`src/rtl/fe_seq_pkg.sv`:
```
package fe_seq_pkg;
  typedef enum logic [2:0] {
    PH_IDLE,
    PH_RST,
    PH_CAL,
    PH_FIRE,
    PH_SETTLE,
    PH_SHIFT,
    PH_DONE
  } phase_t;
endpackage

```
`src/rtl/fe_phase_ctrl.sv`:
```
module fe_phase_ctrl
  import fe_seq_pkg::*;
#(
  parameter int NCH        = 32,
  parameter int RST_CYC    = 4,
  parameter int SETTLE_CYC = 8,
  parameter int SW         = 8
) (
  input  logic          clk,
  input  logic          rst_n,
  input  logic          trig,
  input  logic          cal_mode,
  output phase_t        phase_o,
  output logic [SW-1:0] step_o,
  output logic          start_o
);
  localparam logic [SW-1:0] LAST_RST = SW'(RST_CYC - 1);
  localparam logic [SW-1:0] LAST_CAL = SW'(4 * NCH - 1);
  localparam logic [SW-1:0] LAST_SET = SW'(SETTLE_CYC - 1);
  localparam logic [SW-1:0] LAST_SHF = SW'(2 * NCH - 1);

  phase_t        phase_q, phase_d;
  logic [SW-1:0] step_q, step_d;
  logic          mode_q, mode_d;
  logic [SW-1:0] last;

  always_comb begin
    case (phase_q)
      PH_RST:    last = LAST_RST;
      PH_CAL:    last = LAST_CAL;
      PH_SETTLE: last = LAST_SET;
      PH_SHIFT:  last = LAST_SHF;
      default:   last = '0;
    endcase
  end

  always_comb begin
    phase_d = phase_q;
    step_d  = step_q;
    mode_d  = mode_q;
    start_o = 1'b0;
    if (phase_q == PH_IDLE) begin
      if (trig) begin
        phase_d = PH_RST;
        step_d  = '0;
        mode_d  = cal_mode;
        start_o = 1'b1;
      end
    end else if (step_q != last) begin
      step_d = step_q + 1'b1;
    end else begin
      step_d = '0;
      case (phase_q)
        PH_RST:    phase_d = mode_q ? PH_CAL : PH_SETTLE;
        PH_CAL:    phase_d = PH_FIRE;
        PH_FIRE:   phase_d = PH_SETTLE;
        PH_SETTLE: phase_d = PH_SHIFT;
        PH_SHIFT:  phase_d = PH_DONE;
        default:   phase_d = PH_IDLE;
      endcase
    end
  end

  always_ff @(posedge clk or negedge rst_n) begin
    if (!rst_n) begin
      phase_q <= PH_IDLE;
      step_q  <= '0;
      mode_q  <= 1'b0;
    end else begin
      phase_q <= phase_d;
      step_q  <= step_d;
      mode_q  <= mode_d;
    end
  end

  assign phase_o = phase_q;
  assign step_o  = step_q;
endmodule

```
`src/rtl/fe_cal_loader.sv`:
```
module fe_cal_loader #(
  parameter int NCH = 32,
  parameter int SW  = 8,
  parameter int CHW = $clog2(NCH)
) (
  input  logic           clk,
  input  logic           rst_n,
  input  logic           start,
  input  logic [CHW-1:0] chan,
  input  logic           active,
  input  logic           clr,
  input  logic [SW-1:0]  step,
  input  logic           readback,
  output logic           cal_clk,
  output logic           cal_din,
  output logic           err
);
  localparam logic [SW-1:0]  HALF = SW'(2 * NCH);
  localparam logic [CHW-1:0] TOP  = CHW'(NCH - 1);

  logic [CHW-1:0] chan_q;
  logic           err_q, err_d;
  logic [NCH-1:0] pat;
  logic           second;
  logic [SW-1:0]  rel;
  logic [CHW-1:0] bsel;

  always_comb begin
    pat    = NCH'(1) << chan_q;
    second = (step >= HALF);
    rel    = second ? (step - HALF) : step;
    bsel   = TOP - CHW'(rel >> 1);
    cal_din = active & pat[bsel];
    cal_clk = active & rel[0];
  end

  always_comb begin
    err_d = err_q;
    if (clr) err_d = 1'b0;
    else if (cal_clk && second && (readback != cal_din)) err_d = 1'b1;
  end

  always_ff @(posedge clk or negedge rst_n) begin
    if (!rst_n) begin
      chan_q <= '0;
      err_q  <= 1'b0;
    end else begin
      if (start) chan_q <= chan;
      err_q <= err_d;
    end
  end

  assign err = err_q;
endmodule

```
`src/rtl/fe_token_check.sv`:
```
module fe_token_check #(
  parameter int NCH = 32,
  parameter int SW  = 8,
  parameter int CHW = $clog2(NCH)
) (
  input  logic           clk,
  input  logic           rst_n,
  input  logic           active,
  input  logic           clr,
  input  logic [SW-1:0]  step,
  input  logic           shift_out,
  output logic           fe_clk,
  output logic           shift_in,
  output logic           conv,
  output logic [CHW-1:0] ch_idx,
  output logic           err
);
  localparam logic [CHW-1:0] TOP = CHW'(NCH - 1);

  logic err_q, err_d;
  logic expect_tok;

  always_comb begin
    fe_clk     = active & ~step[0];
    shift_in   = active & (step == '0);
    conv       = active & step[0];
    ch_idx     = active ? CHW'(step >> 1) : '0;
    expect_tok = (ch_idx == TOP);
  end

  always_comb begin
    err_d = err_q;
    if (clr) err_d = 1'b0;
    else if (conv && (shift_out != expect_tok)) err_d = 1'b1;
  end

  always_ff @(posedge clk or negedge rst_n) begin
    if (!rst_n) err_q <= 1'b0;
    else        err_q <= err_d;
  end

  assign err = err_q;
endmodule

```
`src/rtl/fe_readout_seq.sv`:
```
module fe_readout_seq
  import fe_seq_pkg::*;
#(
  parameter int NCH        = 32,
  parameter int RST_CYC    = 4,
  parameter int SETTLE_CYC = 8,
  parameter int SEQ_W      = 8,
  parameter int MAX_CYC    = 6250
) (
  input  logic                   clk,
  input  logic                   rst_n,
  input  logic                   trig,
  input  logic                   cal_mode,
  input  logic [$clog2(NCH)-1:0] cal_chan,
  input  logic                   fe_shift_out,
  input  logic                   cal_readback,
  output logic                   busy,
  output logic                   fe_rst,
  output logic                   fe_hold,
  output logic                   fe_clk,
  output logic                   fe_shift_in,
  output logic                   adc_conv,
  output logic [$clog2(NCH)-1:0] ch_idx,
  output logic                   cal_clk,
  output logic                   cal_din,
  output logic                   cal_fire,
  output logic                   cal_err,
  output logic                   pkt_end,
  output logic [SEQ_W-1:0]       pkt_seq,
  output logic                   pkt_upset
);
  localparam int CHW  = $clog2(NCH);
  localparam int M1   = (RST_CYC > 4 * NCH) ? RST_CYC : 4 * NCH;
  localparam int MAXL = (SETTLE_CYC > M1) ? SETTLE_CYC : M1;
  localparam int SW   = $clog2(MAXL + 1);

  phase_t           phase;
  logic [SW-1:0]    step;
  logic             start;
  logic             tok_err;
  logic [SEQ_W-1:0] seq_q, seq_d;

  fe_phase_ctrl #(.NCH(NCH), .RST_CYC(RST_CYC), .SETTLE_CYC(SETTLE_CYC), .SW(SW)) u_ctrl (
    .clk(clk), .rst_n(rst_n), .trig(trig), .cal_mode(cal_mode),
    .phase_o(phase), .step_o(step), .start_o(start)
  );

  fe_cal_loader #(.NCH(NCH), .SW(SW), .CHW(CHW)) u_cal (
    .clk(clk), .rst_n(rst_n), .start(start), .chan(cal_chan),
    .active(phase == PH_CAL), .clr(phase == PH_RST), .step(step),
    .readback(cal_readback), .cal_clk(cal_clk), .cal_din(cal_din), .err(cal_err)
  );

  fe_token_check #(.NCH(NCH), .SW(SW), .CHW(CHW)) u_tok (
    .clk(clk), .rst_n(rst_n), .active(phase == PH_SHIFT),
    .clr(phase == PH_RST), .step(step), .shift_out(fe_shift_out),
    .fe_clk(fe_clk), .shift_in(fe_shift_in), .conv(adc_conv),
    .ch_idx(ch_idx), .err(tok_err)
  );

  always_comb begin
    busy      = (phase != PH_IDLE);
    fe_rst    = (phase == PH_RST);
    fe_hold   = (phase == PH_SHIFT);
    cal_fire  = (phase == PH_FIRE) & ~cal_err;
    pkt_end   = (phase == PH_DONE);
    pkt_upset = pkt_end & tok_err;
    seq_d     = pkt_end ? seq_q + 1'b1 : seq_q;
  end

  always_ff @(posedge clk or negedge rst_n) begin
    if (!rst_n) seq_q <= '0;
    else        seq_q <= seq_d;
  end

  assign pkt_seq = seq_q;
endmodule

```
`config.mk`:
```
export PLATFORM = sky130hd
export DESIGN_NAME = fe_readout_seq
export DESIGN_NICKNAME = d
export VERILOG_FILES = /design/src/rtl/fe_seq_pkg.sv /design/src/rtl/fe_phase_ctrl.sv /design/src/rtl/fe_cal_loader.sv /design/src/rtl/fe_token_check.sv /design/src/rtl/fe_readout_seq.sv
export SDC_FILE = /design/constraint.sdc
export NUM_CORES = 1
export LEC_CHECK = 0
export ABC_CLOCK_PERIOD_IN_PS = 5400
export BUFFER_PORTS_ARGS = -buffer_cell sky130_fd_sc_hd__buf_2
export CAP_MARGIN = 10
export CORE_MARGIN = 5
export CORE_UTILIZATION = 45
export DETAILED_ROUTE_END_ITERATION = 6
export MAX_ROUTING_LAYER = met4
export PLACE_DENSITY = 0.67
export RECOVER_POWER = 25
export SLEW_MARGIN = 20
export SYNTH_ARGS = -nofsm -noshare
export SYNTH_HDL_FRONTEND = slang
export SYNTH_SLANG_ARGS = --single-unit
```
`constraint.sdc`:
```
create_clock -name clk -period 5.4 [get_ports clk]
set_input_delay 0.27 -clock clk [delete_from_list [all_inputs] [get_ports clk]]
set_output_delay 0.27 -clock clk [all_outputs]
set_load 0.02 [all_outputs]
```
==> metrics.txt <==
status finished, final reports clean; Die Width 69.7 µm; slowest cell on the critical path a31oi_1; Finished Cell Area roughly 1800 µm²; Primary FF master, synth dfrtp_1; YS warnings 0; layout cells sized above 1 26.2%; P_int 0.490 mW; post-synthesis sequential area ratio 42.1%; largest net degree at the start of global routing 28; core area around 3400 µm²; Hold Crit Class input port to register; fin crit period 2.56 ns; chip height approximately 70 µm; diodes inserted 0; Max Transition Viols Final 0; Post-Layout Cell Count between 200 and 250; Synth area leader dfrtp_1; part of the power in registers between 40% and 50%; TritonCTS clock tree done; gr ovfl total 0; Inserted Clock Buffers 3; port bufs 35; top-area cell type share of the netlist area between 40% and 50%; flops & latches, synth 27; Power, Total 0.931 mW; Root Buffer clkbuf_4; Worst-Skew Late Latency about 0.34 ns; Post-layout nets between 200 and 250; Post-CTS Resized 0; pre-CTS setup slack 2.92 ns; WP data required 5.64 ns; vias in the first global route 1308; DR WL/cell 14.6 µm; Post-Syn Area per Cell roughly 9.6 µm²; Pre-Repair DR Iteration Count 4; CTS Sinks 27; CP peak stage delay a little under 0.7 ns; CP arrival 2.80 ns; Hold Fails Final Rpt 0; Post-synth EDFFs 0; routed vias 1321; ranking of synthesized cells by area dfrtp_1, xor2_1, nand2_1; syn_nets roughly 180; Commonest cells post-synth dfrtp_1, nand2_1, o21ai_0; Ports 36; RSZ-0062 raised after global routing false; clk buf depth 2; Pwr Density 516 nW/µm²; Sum Neg Setup Slack 0 ns; Slew @ Worst Pin 1.43 ns; All-Layer GR Usage approximately 16%; gpl congestion 0.937; die footprint 4860 µm²; Combinational Power Share 47.8%; Worst Path Max Fanout 13; VDD IR max 0.243 mV; postcts setup bufs 0; first-pass GRT wire length 6060 µm; final worst slack approximately 2.8 ns; Worst slew margin 4.86%; # setup viols final 0; cells along the critical path nor3b_2 > a211o_1 > a31oi_1 > o21ai_0 > o311ai_0; drt first-iter violations 120; flop-to-flop setup slack 2.84 ns; Max Clock Skew 0.00306 ns; Via-to-Cell Ratio 5.48; post-layout utilization of the core 53.2%; antenna-violating nets left 0; CTS clk-pin slew, worst paths 0.15 ns; Tcrit/Tclk final 47.4%; kind of critical path register to register; Mapped Cells 167; Cell Area, Synth about 1600 µm²; sw frac a little under half; Psw 0.441 mW; synth-to-layout area growth 12.4%; most frequent cell after synthesis dfrtp_1; DP HPWL 2670 µm; htree depth 1; Max-cap violations 0; Rows 21; DRC Markers 0; clock share of power 10.0%; Pleak around 0.86 nW; antenna violations before repair 0; critical path launch point type register; final WL 3520 µm; WHS 0.118 ns; initial core utilization 47.3%; # placed instances 236; Critical Path End Type register; Synth cell types 44; Async SR Flop Fraction 100%; Achievable Freq 391 MHz; Post-Place Cell Area 1760 µm²
-- state kept, by name, indices dropped and copies added, names as in the netlist --
name and count:
pkt_seq 8, u_cal.chan_q 5, u_cal.err 1, u_ctrl.mode_q 1
u_ctrl.phase_o 3, u_ctrl.step_o 8, u_tok.err 1
-- cell type report --
class / count / area, µm²
tap: 46 / 57.6
fill: 309 / 1590
clock inverter: 1 / 7.51
sequential: 27 / 676
multi-input combinational: 119 / 822
timing repair buffer: 36 / 184
clock buffer: 3 / 22.5
inverter: 9 / 33.8
-- power groups by stage --
stage / Combinational, mW / Sequential (mW) / Clock, mW
after floorplan: 0.393 / 0.352 / 0
after global placement: 0.432 / 0.392 / 0
after detailed placement: 0.444 / 0.396 / 0
after CTS: 0.448 / 0.391 / 0.0963
after global routing: 0.496 / 0.407 / 0.105
final: 0.445 / 0.392 / 0.0935
-- worst paths after layout --
kind,from,to,cells after the start
min reg2reg,pkt_seq[7],pkt_seq[7],1
max,u_ctrl.phase_o[1],u_ctrl.step_o[2],5
min in group asynchronous,rst_n,u_cal.err,2
max in group asynchronous,rst_n,u_ctrl.step_o[2],2
max reg2reg,u_ctrl.phase_o[1],u_ctrl.step_o[2],5
min,cal_mode,u_ctrl.mode_q,3
-- cells by family after synthesis --
group,synth area share [%]
simple gates,22.9
fa+ha+maj,2.34
buf+inv,6.63
xor+xnor,8.19
mux,4.21
flops,42.1
compound gates,13.6
-- worst max-delay path, delay by kind of cell (launching register included) --
kind	cells	cell delay, ns
DFF	1	0.54
and+or+nand+nor	1	0.26
AOI/OAI and AO/OA	4	1.66
-- cells in the final DEF (no fill, tap or decap), types with 3 or more instances in the layout --
master / synthesis / layout
a211o_1: 3 / 3
nand3_1: 7 / 7
xnor2_1: 6 / 6
nand2_1: 18 / 18
mux2_2: 6 / 6
buf_2: 4 / 34
nor3_1: 9 / 9
inv_1: 8 / 8
and2_1: 9 / 9
clkbuf_4: 0 / 3
xor2_1: 9 / 9
dfrtp_1: 27 / 27
o21ai_0: 10 / 10
nand4_1: 3 / 3
ha_1: 3 / 3
nor2_1: 3 / 3
-- repair_timing --
| action | CTS | global route |
|---|---|---|
| endpoints found under the setup margin | 0 | 0 |
| hold buffers | 1 | 0 |
| hold endpoints to repair | 27 | 0 |
-- metal layers --
metal / vias to the layer above / share of wire, % / global-route usage (%) / routed length (µm)
met5: - / 0 / - / 0
met3: 5 / 5.1 / 2.61 / 179
li1: 645 / - / - / -
met4: 0 / 1.3 / 5.11 / 46
met1: 631 / 48 / 21.2 / 1690
met2: 40 / 45 / 23.4 / 1600
(Power assumes the default switching activity.)
